File: config.mk
export PLATFORM = sky130hd
export DESIGN_NAME = i2c_ack_stop_seq
export DESIGN_NICKNAME = d
export VERILOG_FILES = /design/src/rtl/i2c_seq_pkg.sv /design/src/rtl/i2c_bus_sync.sv /design/src/rtl/i2c_baud_timer.sv /design/src/rtl/i2c_seq_fsm.sv /design/src/rtl/i2c_ack_stop_seq.sv
export SDC_FILE = /design/constraint.sdc
export NUM_CORES = 1
export LEC_CHECK = 0
export ABC_CLOCK_PERIOD_IN_PS = 1200
export BUFFER_PORTS_ARGS = -buffer_cell sky130_fd_sc_hd__buf_4
export CAP_MARGIN = 0
export CORE_MARGIN = 8
export CORE_UTILIZATION = 51
export CTS_BUF_LIST = sky130_fd_sc_hd__clkbuf_8 sky130_fd_sc_hd__clkbuf_16
export DETAILED_ROUTE_END_ITERATION = 12
export PLACE_DENSITY = 0.8
export SLEW_MARGIN = 30
export SYNTH_ARGS = -nofsm -noshare
export SYNTH_HDL_FRONTEND = slang
export SYNTH_SLANG_ARGS = --single-unit
File: constraint.sdc
create_clock -name clk -period 1.2 [get_ports clk]
set_input_delay 0.18 -clock clk [delete_from_list [all_inputs] [get_ports clk]]
set_output_delay 0.18 -clock clk [all_outputs]
set_load 0.02 [all_outputs]
File: src/rtl/i2c_seq_pkg.sv
package i2c_seq_pkg;
  typedef enum logic [3:0] {
    ST_IDLE,
    ST_A_LOW,    // SCL low, ack bit on SDA, one period
    ST_A_REL,    // SCL released, waiting to see it high
    ST_A_HIGH,   // SCL high period
    ST_S_SDALO,  // SDA pulled low, waiting to see it low
    ST_S_LOW,    // SCL still low for one period
    ST_S_SCLR,   // SCL released, waiting to see it high
    ST_S_SCLH,   // SCL high before SDA release
    ST_S_SDAR,   // SDA released, waiting for stop on the bus
    ST_S_TAIL    // one period after stop seen
  } seq_state_t;

  function automatic logic is_timed(seq_state_t s);
    return (s == ST_A_LOW) || (s == ST_A_HIGH) || (s == ST_S_LOW) ||
           (s == ST_S_SCLH) || (s == ST_S_TAIL);
  endfunction
endpackage

File: src/rtl/i2c_bus_sync.sv
module i2c_bus_sync #(
  parameter int W      = 2,
  parameter int STAGES = 2
) (
  input  logic         clk,
  input  logic         rst_n,
  input  logic [W-1:0] d,
  output logic [W-1:0] q
);
  logic [W-1:0] stg [STAGES];

  genvar i;
  generate
    for (i = 0; i < STAGES; i++) begin : g_stage
      if (i == 0) begin : g_first
        always_ff @(posedge clk or negedge rst_n) begin
          if (!rst_n) stg[i] <= '1;
          else        stg[i] <= d;
        end
      end else begin : g_rest
        always_ff @(posedge clk or negedge rst_n) begin
          if (!rst_n) stg[i] <= '1;
          else        stg[i] <= stg[i-1];
        end
      end
    end
  endgenerate

  assign q = stg[STAGES-1];
endmodule

File: src/rtl/i2c_baud_timer.sv
module i2c_baud_timer #(
  parameter int CNT_W = 8
) (
  input  logic             clk,
  input  logic             rst_n,
  input  logic             load,
  input  logic             run,
  input  logic [CNT_W-1:0] reload,
  output logic             zero
);
  logic [CNT_W-1:0] cnt_q, cnt_d;

  always_comb begin
    cnt_d = cnt_q;
    if (load)                   cnt_d = reload;
    else if (run && cnt_q != 0) cnt_d = cnt_q - 1'b1;
  end

  always_ff @(posedge clk or negedge rst_n) begin
    if (!rst_n) cnt_q <= '0;
    else        cnt_q <= cnt_d;
  end

  assign zero = (cnt_q == '0);

  // a load always starts a full period from the reload value
  assert_load_value_R2: assert property (@(posedge clk) disable iff (!rst_n)
    load |=> (cnt_q == $past(reload)));
  // a paused timer keeps its count
  assert_pause_hold_R3: assert property (@(posedge clk) disable iff (!rst_n)
    (!load && !run) |=> $stable(cnt_q));
endmodule

File: src/rtl/i2c_seq_fsm.sv
module i2c_seq_fsm
  import i2c_seq_pkg::*;
(
  input  logic clk,
  input  logic rst_n,
  input  logic ack_set,
  input  logic ack_bit,
  input  logic stop_set,
  input  logic scl_s,
  input  logic sda_s,
  input  logic tmr_zero,
  output logic tmr_load,
  output logic tmr_run,
  output logic scl_low,
  output logic sda_low,
  output logic ack_busy,
  output logic stop_busy,
  output logic seq_start,
  output logic ack_done,
  output logic stop_done,
  output logic stop_seen
);
  seq_state_t state_q, state_d;
  logic       bit_q, bit_d;
  logic       park_q, park_d;
  logic       expire;

  always_comb begin
    tmr_run = (state_q == ST_A_LOW) || (state_q == ST_S_LOW) ||
              (((state_q == ST_A_HIGH) || (state_q == ST_S_SCLH) ||
                (state_q == ST_S_TAIL)) && scl_s);
    expire  = is_timed(state_q) && tmr_run && tmr_zero;
  end

  always_comb begin
    state_d   = state_q;
    bit_d     = bit_q;
    park_d    = park_q;
    seq_start = 1'b0;
    ack_done  = 1'b0;
    stop_done = 1'b0;
    stop_seen = 1'b0;
    unique case (state_q)
      ST_IDLE: begin
        if (ack_set && !stop_set) begin
          state_d = ST_A_LOW; bit_d = ack_bit; seq_start = 1'b1;
        end else if (stop_set && !ack_set) begin
          state_d = ST_S_SDALO; seq_start = 1'b1;
        end
      end
      ST_A_LOW:   if (expire) state_d = ST_A_REL;
      ST_A_REL:   if (scl_s)  state_d = ST_A_HIGH;
      ST_A_HIGH:  if (expire) begin
        state_d = ST_IDLE; ack_done = 1'b1; park_d = 1'b1;
      end
      ST_S_SDALO: if (!sda_s) state_d = ST_S_LOW;
      ST_S_LOW:   if (expire) state_d = ST_S_SCLR;
      ST_S_SCLR:  if (scl_s)  state_d = ST_S_SCLH;
      ST_S_SCLH:  if (expire) state_d = ST_S_SDAR;
      ST_S_SDAR:  if (sda_s && scl_s) begin
        state_d = ST_S_TAIL; stop_seen = 1'b1;
      end
      ST_S_TAIL:  if (expire) begin
        state_d = ST_IDLE; stop_done = 1'b1; park_d = 1'b0;
      end
      default:    state_d = ST_IDLE;
    endcase
    tmr_load = (state_d != state_q) && is_timed(state_d);
  end

  always_ff @(posedge clk or negedge rst_n) begin
    if (!rst_n) begin
      state_q <= ST_IDLE;
      bit_q   <= 1'b1;
      park_q  <= 1'b0;
    end else begin
      state_q <= state_d;
      bit_q   <= bit_d;
      park_q  <= park_d;
    end
  end

  always_comb begin
    ack_busy  = (state_q == ST_A_LOW) || (state_q == ST_A_REL) ||
                (state_q == ST_A_HIGH);
    stop_busy = (state_q != ST_IDLE) && !ack_busy;
    unique case (state_q)
      ST_IDLE:                        scl_low = park_q;
      ST_A_LOW, ST_S_SDALO, ST_S_LOW: scl_low = 1'b1;
      default:                        scl_low = 1'b0;
    endcase
    if (ack_busy) sda_low = !bit_q;
    else          sda_low = (state_q == ST_S_SDALO) || (state_q == ST_S_LOW) ||
                            (state_q == ST_S_SCLR)  || (state_q == ST_S_SCLH);
  end

  // conflicting start strobes leave the sequencer idle
  assert_both_ignored_R9: assert property (@(posedge clk) disable iff (!rst_n)
    (state_q == ST_IDLE && ack_set && stop_set) |=> (state_q == ST_IDLE));
  // SCL is never released during a stop unless SDA is pulled low
  assert_sda_first_R5: assert property (@(posedge clk) disable iff (!rst_n)
    (stop_busy && $fell(scl_low)) |-> sda_low);
  // the stop completes only after the bus stop was seen
  assert_stop_seen_R6: assert property (@(posedge clk) disable iff (!rst_n)
    stop_seen |-> (sda_s && scl_s && !sda_low && !scl_low));
endmodule

File: src/rtl/i2c_ack_stop_seq.sv
module i2c_ack_stop_seq #(
  parameter int CNT_W  = 8,
  parameter int DATA_W = 8,
  parameter int SYNC_N = 2
) (
  input  logic              clk,
  input  logic              rst_n,
  input  logic [CNT_W-1:0]  brg_reload,
  input  logic              ack_start,
  input  logic              ack_data,
  input  logic              stop_start,
  input  logic              buf_wr,
  input  logic [DATA_W-1:0] buf_wdata,
  input  logic              irq_clr,
  input  logic              wcol_clr,
  input  logic              scl_in,
  input  logic              sda_in,
  output logic              scl_drive_low,
  output logic              sda_drive_low,
  output logic              ack_busy,
  output logic              stop_busy,
  output logic              irq,
  output logic              stop_det,
  output logic              wcol,
  output logic [DATA_W-1:0] buf_q
);
  localparam int LINES = 2;

  logic [1:0]       rst_pipe;
  logic             rst_sn;
  logic [LINES-1:0] line_s;
  logic             tmr_load, tmr_run, tmr_zero;
  logic             seq_start, ack_done, stop_done, stop_seen;
  logic             busy;
  logic             irq_d, det_d, wcol_d;
  logic [DATA_W-1:0] buf_d;

  always_ff @(posedge clk or negedge rst_n) begin
    if (!rst_n) rst_pipe <= 2'b00;
    else        rst_pipe <= {rst_pipe[0], 1'b1};
  end
  assign rst_sn = rst_pipe[1];

  i2c_bus_sync #(.W(LINES), .STAGES(SYNC_N)) u_sync (
    .clk(clk), .rst_n(rst_sn), .d({scl_in, sda_in}), .q(line_s));

  i2c_baud_timer #(.CNT_W(CNT_W)) u_timer (
    .clk(clk), .rst_n(rst_sn), .load(tmr_load), .run(tmr_run),
    .reload(brg_reload), .zero(tmr_zero));

  i2c_seq_fsm u_fsm (
    .clk(clk), .rst_n(rst_sn),
    .ack_set(ack_start), .ack_bit(ack_data), .stop_set(stop_start),
    .scl_s(line_s[1]), .sda_s(line_s[0]), .tmr_zero(tmr_zero),
    .tmr_load(tmr_load), .tmr_run(tmr_run),
    .scl_low(scl_drive_low), .sda_low(sda_drive_low),
    .ack_busy(ack_busy), .stop_busy(stop_busy), .seq_start(seq_start),
    .ack_done(ack_done), .stop_done(stop_done), .stop_seen(stop_seen));

  assign busy = ack_busy || stop_busy;

  always_comb begin
    irq_d  = irq;
    det_d  = stop_det;
    wcol_d = wcol;
    buf_d  = buf_q;
    if (ack_done || stop_done) irq_d = 1'b1;
    else if (irq_clr)          irq_d = 1'b0;
    if (stop_seen)             det_d = 1'b1;
    else if (seq_start)        det_d = 1'b0;
    if (buf_wr && busy)        wcol_d = 1'b1;
    else if (wcol_clr)         wcol_d = 1'b0;
    if (buf_wr && !busy)       buf_d = buf_wdata;
  end

  always_ff @(posedge clk or negedge rst_sn) begin
    if (!rst_sn) begin
      irq      <= 1'b0;
      stop_det <= 1'b0;
      wcol     <= 1'b0;
      buf_q    <= '0;
    end else begin
      irq      <= irq_d;
      stop_det <= det_d;
      wcol     <= wcol_d;
      buf_q    <= buf_d;
    end
  end

  // the acknowledge ends with SCL held low and the flag raised
  assert_ack_end_R4: assert property (@(posedge clk) disable iff (!rst_sn)
    $fell(ack_busy) |-> (irq && scl_drive_low && !sda_drive_low));
  // a rejected write leaves the buffer as it was
  assert_buf_hold_R7: assert property (@(posedge clk) disable iff (!rst_sn)
    (buf_wr && (ack_busy || stop_busy)) |=> ($stable(buf_q) && wcol));
  // the collision flag holds until its clear
  assert_wcol_sticky_R8: assert property (@(posedge clk) disable iff (!rst_sn)
    (wcol && !wcol_clr) |=> wcol);
  // the interrupt flag holds until its clear
  assert_irq_sticky_R8: assert property (@(posedge clk) disable iff (!rst_sn)
    (irq && !irq_clr) |=> irq);
endmodule

Word-level counts from Yosys, hierarchy flattened
Index checks and enable logic that the tools add are counted.
{ "op_classes": {"addsub": 1, "eq_ne": 17, "n_mux": 32, "reduce_logical": 48} }
{ "ops": {"columns": ["cell", "n"], "rows": [
  ["$mux W4", 10],
  ["$pmux W4 S9", 1],
  ["$eq A4 B3 Y1 const B", 6],
  ["$logic_or A1 B1 Y1", 19],
  ["$mux W1", 17],
  ["$mux W8", 2],
  ["$eq A4 B2 Y1 const B", 3],
  ["$eq A4 B4 Y1 const B", 3],
  ["$logic_and A1 B1 Y1", 11],
  ["$reduce_bool A2 Y1", 5],
  ["$eq A4 B1 Y1 const B", 2],
  ["$logic_not A8 Y1", 1],
  ["$reduce_bool A8 Y1", 1],
  ["$sub A8 B1 Y8 const B", 1],
  ["$logic_not A1 Y1", 5],
  ["$logic_not A4 Y1", 1],
  ["$ne A2 B1 Y1 const B", 2],
  ["$ne A4 B4 Y1", 1],
  ["$pmux W1 S2", 2],
  ["$reduce_bool A4 Y1", 1],
  ["$reduce_and A3 Y1", 1],
  ["$reduce_or A3 Y1", 1],
  ["$reduce_and A2 Y1", 1],
  ["$reduce_or A2 Y1", 1]
]} }
{ "word_totals": {"reg_bits": 31, "inputBits": 26, "out_inout_bits": 15, "word_cells": 109} }

Depth between registers and ports, before layout
Gate-level depths: netlist of run 1.
{ "logic_depth": {"ltp_word": 16, "ltp_mapped": 7, "depth_no_buf": 7} }

By module
From an unflattened synthesis of run 1, not the netlist that was laid out.
{ "unflattened": {"hier_cells": 156, "area_unflattened_um2": 1602.8} }
{ "by_module_without_submodules": {"columns": ["module", "instances", "cells_per_inst", "area_each_um2", "seq_area_each_um2"], "rows": [
  ["i2c_baud_timer", 1, 58, 528.0, 200.2],
  ["i2c_seq_fsm", 1, 61, 479.2, 151.4],
  ["i2c_ack_stop_seq", 1, 31, 475.5, 325.3],
  ["i2c_bus_sync", 1, 6, 120.1, 105.1]
]} }

Worst setup path after synthesis of run 1
OpenSTA, ideal clock, no wires.
{ "synth_path": {"kind": "register to register", "start": "register u_timer.cnt_q[0]", "end": "register u_timer.cnt_q[7]", "setup_ns": 0.126, "t_arrival_ns": 1.556, "t_required_ns": 1.074, "slack_ns": -0.483, "stages_incl_launch_ff": 8, "path_buffers": 0, "period_less_slack_ns": 1.683, "path_cell_list": "dfrtp_1 > inv_1 > ha_1 > nor4b_4 > nor4bb_4 > and4_1 > nor3_1 > a221o_1"} }
{ "synth_via": {"elab_chain_len": 11, "word_cells_on_any_way": 24, "classes_between": "add/sub: 1; eq/ne: 6; mux: 7; reduce/logical: 10"} }
{ "synth_lines": {"columns": ["item", "line_no", "text"], "rows": [
  ["start: declaration", "i2c_baud_timer.sv:11", "logic [CNT_W-1:0] cnt_q, cnt_d;"],
  ["start signal: assignment", "i2c_baud_timer.sv:21", "else cnt_q <= cnt_d;"],
  ["$logic_not A8 Y1", "i2c_baud_timer.sv:24", "assign zero = (cnt_q == '0);"],
  ["$logic_and A1 B1 Y1", "i2c_seq_fsm.sv:32", "expire = is_timed(state_q) && tmr_run && tmr_zero;"],
  ["$mux W4, on equally long branches", null, null],
  ["$pmux W4 S9", "i2c_seq_fsm.sv:43", "unique case (state_q)"],
  ["$eq A4 B1 Y1 or $eq A4 B2 Y1 (tied branches)", "i2c_seq_pkg.sv:16", "return (s == ST_A_LOW) || (s == ST_A_HIGH) || (s == ST_S_LOW) ||"],
  ["$logic_or A1 B1 Y1 (3 in series)", "i2c_seq_pkg.sv:16", null],
  ["$logic_or A1 B1 Y1", "i2c_seq_pkg.sv:17", "(s == ST_S_SCLH) || (s == ST_S_TAIL);"],
  ["$logic_and A1 B1 Y1", "i2c_seq_fsm.sv:68", "tmr_load = (state_d != state_q) && is_timed(state_d);"],
  ["$mux W8 or $reduce_bool A2 Y1 (tied branches)", null, null]
]} }
Several ways; a longest one is shown, not always the timed one. The select of a mux whose other input is x is not followed.
A chain may end at the register's enable or synchronous reset.

Final worst setup path of run 1
{ "layout_path": {"start": "register u_timer.cnt_q[0]", "end": "register u_timer.cnt_q[6]"} }
The elaborated chain is that of the path after synthesis.

==> run metrics, run 1 <==
boundary pin count=just over 40; Critical Path AT=1.97 ns; Hold Crit Class=primary input to register; final slew viol count=0; antenna violations before repair=0; leakage power=about 1.2 nW; DR vias=between 1,000 and 1,500; Mapped Avg Cell Area=between 10 and 15 µm²; average vias per placed instance=5.64; Critical Path Max Stage Delay=0.41 ns; crit start category=register; H-tree depth=2; CTS tree=built; cell taking the most area after synthesis=dfrtp_1; Synth area leaders=dfrtp_1, dfstp_2, mux2_2; drt total wl=~5300 µm; DP HPWL=3020 µm; RR Startpoint=u_timer.cnt_q[0]; core region area=2950 µm²; status=finished with violations; Hold Path Origin=wcol_clr; GRT Util Overall=0.200; Chip Height=a little over 70 µm; #FFs+latches synth=31; setup ws final=-0.603 ns; TritonCTS Buffers=5; ys async rst share=1.00; largest net degree at the start of global routing=30; Post-Layout Cell Count=262; crit path max fanout=4; # DRC=0; CTS sink count=31; Distinct cells, synth=42; Setup CP Type=register to register; Synth Warn #=0; min Tclk post-route=1.80 ns; Max Cap Viol=0; grt ovf=0; Syn Std Cell Area=roughly 1500 µm²; most common cell in the netlist=dfrtp_1; Max Clk Rate=between 500 and 600 MHz; layout cell share with drive strength beyond 1=0.620; worst skew pair latency=0.29 ns; PD cells=approximately 2100 nW/µm²; post-synth top area share=0.422; violated checks=negative setup slack; prevailing post-synth register cell=dfrtp_1; # rows=20; IO Port Bufs=40; Worst Setup SP=u_timer.cnt_q[0]; width of the chip=71.0 µm; share of the yosys chip area belonging to registers=0.507; vias in the first global route=approximately 1,600; CP Buf/Inv Count=2; Nets=around 260; slowest CP cell=nor4b_4; number of DRC markers in iteration 0=100; TritonRoute pass-1 iters=4; clock root cell=clkbuf_8; Req. time, crit path=~1.4 ns; final setup fails=29; Overall Power=0.00521 W; n_diodes=0; Hold Vio Cnt, Final=0; first-pass GRT wire length=7850 µm; number of fill cells=between 100 and 150; Fin Clk Skew=roughly 0.0067 ns; die area=around 5000 µm²; DRT antenna net count=0; number of synthesized flops with an enable pin=0; Max Root-Sink Buffers=2; initial core utilization=0.522; Top Family by Delay on Critical Path=simple AND/OR/NAND/NOR gates; Wirelength per Cell=approximately 20 µm; Commonest cells post-synth=dfrtp_1, nor2_1, inv_1, mux2_2, nand2_1; post-synthesis cell count=approximately 140; CP Capture Type=register; RSZ-0062 raised after global routing=true; gpl congestion=between 0.8 and 0.9; placed cell count=240; crit-path cells=inv_2 -> ha_4 -> nor4b_4 -> nor4bb_4 -> buf_4 -> nand4b_1 -> xor2_1 -> o21ai_1; Final period util=1.50; Worst IR Drop VDD=about 0.0012 V; CTS clk-pin slew, worst paths=approximately 0.07 ns; Layout area overhead=63.6%; Synthesized Nets=roughly 170
## metrics by stage
stage	instance area, µm²	hold slack, ns	util	TNS [ns]	setup WS [ns]
2_1_floorplan	1580	-0.116	-	-5.36	-0.472
3_3_place_gp	2150	-0.0351	0.729	-9.24	-0.473
3_5_place_dp	2150	-0.0360	0.729	-10.86	-0.608
4_1_cts	2450	0.0529	0.831	-11.36	-0.549
5_1_grt	2520	0.0645	0.854	-13.96	-0.691
6_report	2520	0.0636	0.854	-12.33	-0.603
## path summary, 6_finish.rpt
path	slack, ns	endpoint	cells after the start
min reg2reg	0.24	u_fsm.state_q[3]	1
max	-0.60	u_timer.cnt_q[6]	8
max in group asynchronous	0.64	u_sync.q[0]	1
max reg2reg	-0.60	u_timer.cnt_q[6]	8
min in group asynchronous	0.21	rst_pipe[0]	2
min	0.06	wcol	2
## layout by cell type, fill, tap and decap left out, types with 2 or more instances in the layout
master,count
buf_4,72
dfrtp_1,22
buf_6,15
inv_1,10
nor2_1,8
mux2_2,8
nand2_1,7
xor2_1,5
o21ai_1,5
clkbuf_8,5
dfstp_2,5
nor3_1,4
nand4_1,4
dfrtp_2,4
nand2_2,3
o21ai_2,3
ha_1,3
dlygate4sd3_1,3
nor2_2,2
nor2_4,2
nor3_4,2
inv_2,2
mux2_4,2
nand3_2,2
mux2i_1,2
## final cells by class
cell class	count	area, µm²	area share
Multi-Input combinational cell	90	835	0.331
Sequential cell	31	787	0.312
Timing Repair Buffer	90	739	0.293
Clock buffer	5	68.8	0.0273
Tap cell	33	41.3	0.0164
Inverter	10	37.5	0.0149
Clock inverter	3	12.5	0.00496
## routing by layer
layer | global-route usage | share of wire | vias to the layer above
met1 | 0.208 | 0.38 | 730
met3 | 0.0706 | 0.063 | 18
met4 | 0.0970 | 0.041 | 0
met2 | 0.350 | 0.52 | 73
li1 | - | - | 657
met5 | 0 | 0 | -
## timing repair
action	CTS	global route
resized for setup	30	14
setup endpoints to repair	29	29
gates cloned	1	0
setup buffers	11	3
pin swaps	8	2
hold buffers	3	0
endpoints found under the hold margin	4	0
## report_power, final
group	internal, W	leakage (nW)	total (W)	switching (W)
registers	0.00136	0.370	0.00170	0.000340
logic	0.00144	0.785	0.00271	0.00127
clock network	0.000390	0.0505	0.000793	0.000403
total	0.00319	1.21	0.00521	0.00201
## logic make-up (layout without fill, tap and decap cells)
family,after synthesis,count (layout),share of synthesized area
other,1,1,0.00243
AO/OA/AOI/OAI,19,19,0.0982
buffers and inverters,15,108,0.0455
multiplexers,12,12,0.0860
AND/OR/NAND/NOR,47,47,0.188
XOR/XNOR,7,7,0.0398
flip-flops,31,31,0.507
adder cells (fa/ha/maj),4,4,0.0325
## sequential cells by signal (all words and copies together) (netlist names)
name           cells
wcol               1
buf_q              8
stop_det           1
u_sync.q           2
u_fsm.bit_q        1
irq                1
u_fsm.state_q      4
rst_pipe           2
u_timer.cnt_q      8
u_sync.stg         2
u_fsm.park_q       1
(Power assumes the default switching activity.)
==> inputs of run 2 (changes only) <==
- ABC_CLOCK_PERIOD_IN_PS: 1200 -> 1900
- CAP_MARGIN: 0 -> not set
- clock period: 1.2 -> 1.9 ns (I/O delays scaled with it)
==> run 2 against run 1 <==
The flow now finishes without violations. Maximum frequency decreased by 0.92%. Global-route usage decreased by 6.1 points. Critical endpoint is now u_timer.cnt_q[1]. Largest cell class is now registers. Combinational power decreased by 58%. Utilization decreased by 14 points.
==> run metrics, run 2 (synthesized netlist as in run 1, its figures left out) <==
TritonRoute pass-1 iters=4 (unchanged); Max Clk Rate=549 MHz (-0.92%); Req. time, crit path=2.07 ns (+0.70 ns); Hold Crit Class=primary input to register; boundary pin count=41 (unchanged); number of DRC markers in iteration 0=24 (-76%); clock root cell=clkbuf_8; vias in the first global route=1,279 (-21%); commonest cells after routing, fill and taps aside=buf_4, dfrtp_1, nor2_1, nand2_1, mux2_2; Nets=220 (-15%); leakage power=0.996 nW (-17%); DP HPWL=2630 µm (-13%); status=completed; final setup fails=0 (-100%); final slew viol count=0 (unchanged); Fin Clk Skew=0.00711 ns (+0.000431 ns); IO Port Bufs=40 (unchanged); # DRC=0 (unchanged); CTS sink count=31 (unchanged); core region area=2950 µm² (unchanged); n_diodes=0 (unchanged); width of the chip=71.0 µm (unchanged); gpl congestion=0.781 (-6.2%); Overall Power=0.00296 W (-43%); layout cell share with drive strength beyond 1=0.450 (-0.170); H-tree depth=2 (unchanged); Final period util=0.958 (-0.545); top flop regs=buf_q x8, u_timer.cnt_q x8, u_fsm.state_q x4; WL met1=1410 µm (-30%); die area=5040 µm² (unchanged); GRT Util Overall=0.139 (-0.0606); routed wl met2=1750 µm (-36%); worst skew pair latency=0.28 ns (about the same); Critical Path AT=1.99 ns (+0.02 ns); first-pass GRT wire length=5620 µm (-28%); Final Core Density=0.710 (-0.144); Max Cap Viol=0 (unchanged); Max Root-Sink Buffers=2 (unchanged); Setup CP Type=register to register; antenna violations before repair=0 (unchanged); grt ovf=0 (unchanged); average vias per placed instance=5.34 (-5.4%); TritonCTS Buffers=5 (unchanged); min Tclk post-route=1.82 ns (+0.0168 ns); Wirelength per Cell=15.5 µm (-24%); # rows=20 (unchanged); largest net degree at the start of global routing=30 (unchanged); most common cell after layout, fill and taps aside=buf_4; met3 wire length=265 µm (-21%); Max-slew headroom=0.669; drt total wl=3470 µm (-35%); Chip Height=71.0 µm (unchanged); Hold Vio Cnt, Final=0 (unchanged); DR vias=1,196 (-19%); uppermost layer routed=met4; DRT antenna net count=0 (unchanged); number of fill cells=236 (+61%); CTS clk-pin slew, worst paths=0.07 ns (about the same); crit start category=register; initial core utilization=0.522 (unchanged); crit path max fanout=4 (unchanged); Worst Tran Pin Value=slightly below 0.5 ns; CP Capture Type=register; PD cells=1410 nW/µm² (-32%); CTS tree=built; Worst IR Drop VDD=0.000830 V (-32%); Layout area overhead=36.0%
[run 2: cell count changes in the layout (fill, tap and decap cells not counted), sizes merged]
cell | before | now
buf | 87 | 51
inv | 12 | 11
bufinv | 0 | 2
clkinv | 1 | 0
dlygate4sd3 | 3 | 1
[run 2: where the power goes]
| group | internal [W] | leakage [nW] | switching, W |
|---|---|---|---|
| Combinational | 0.000576 | 0.553 | 0.000562 |
| Sequential | 0.000854 | 0.374 | 0.000207 |
| Clock | 0.000519 | 0.0695 | 0.000245 |
[run 2: worst max-delay path, stage by stage (launching register included)]
cell     delay (ns)
dfrtp_1        0.42
inv_2          0.12
ha_4           0.13
nor4b_4        0.42
nand2_2        0.13
nand3_2        0.13
mux2i_1        0.08
mux2_2         0.27
[run 2: per-layer routing]
metal	up-vias	track usage
met5	-	0
met4	0	0.0416
met3	5	0.0650
met2	35	0.242
met1	578	0.146
li1	578	-
[run 2: worst paths after layout]
check                                 start               end  slack (ns)  cells after the start
max                        u_timer.cnt_q[0]  u_timer.cnt_q[1]        0.08                      7
min                                  sda_in     u_sync.stg[2]        0.11                      1
max reg2reg                u_timer.cnt_q[0]  u_timer.cnt_q[1]        0.08                      7
min reg2reg                     rst_pipe[1]          stop_det        0.25                      1
max in group asynchronous       rst_pipe[1]       u_sync.q[1]        1.34                      1
min in group asynchronous       rst_pipe[1]          stop_det        0.25                      1
[run 2: metrics by stage]
step | TNS [ns] | hold slack, ns | cell area, µm² | worst slack, ns | cells
floorplan | 0 | -0.0106 | 1540 | 0.217 | 136
global placement | 0 | 0.0686 | 1900 | 0.169 | 211
detailed placement | 0 | 0.0684 | 1900 | 0.0759 | 211
CTS | 0 | 0.0967 | 2050 | 0.0574 | 220
global route | -0.0139 | 0.0965 | 2100 | -0.0122 | 224
finish | 0 | 0.108 | 2100 | 0.0800 | 224
[run 2: what timing repair did]
item,4_1_cts,5_1_grt
gates resized for setup,0,5
setup endpoints to repair,0,4
hold endpoints to repair,2,0
setup buffers,0,5
hold buffers,1,0
[run 2: area by class of cell]
| type | count | area, µm² | area share |
|---|---|---|---|
| clock buffers | 5 | 68.8 | 0.0328 |
| multi-input cells | 90 | 711 | 0.339 |
| clock inverters | 3 | 63.8 | 0.0304 |
| well taps | 33 | 41.3 | 0.0197 |
| flip-flops and latches | 31 | 782 | 0.373 |
| inverters | 10 | 37.5 | 0.0179 |
| repair buffers | 52 | 393 | 0.187 |
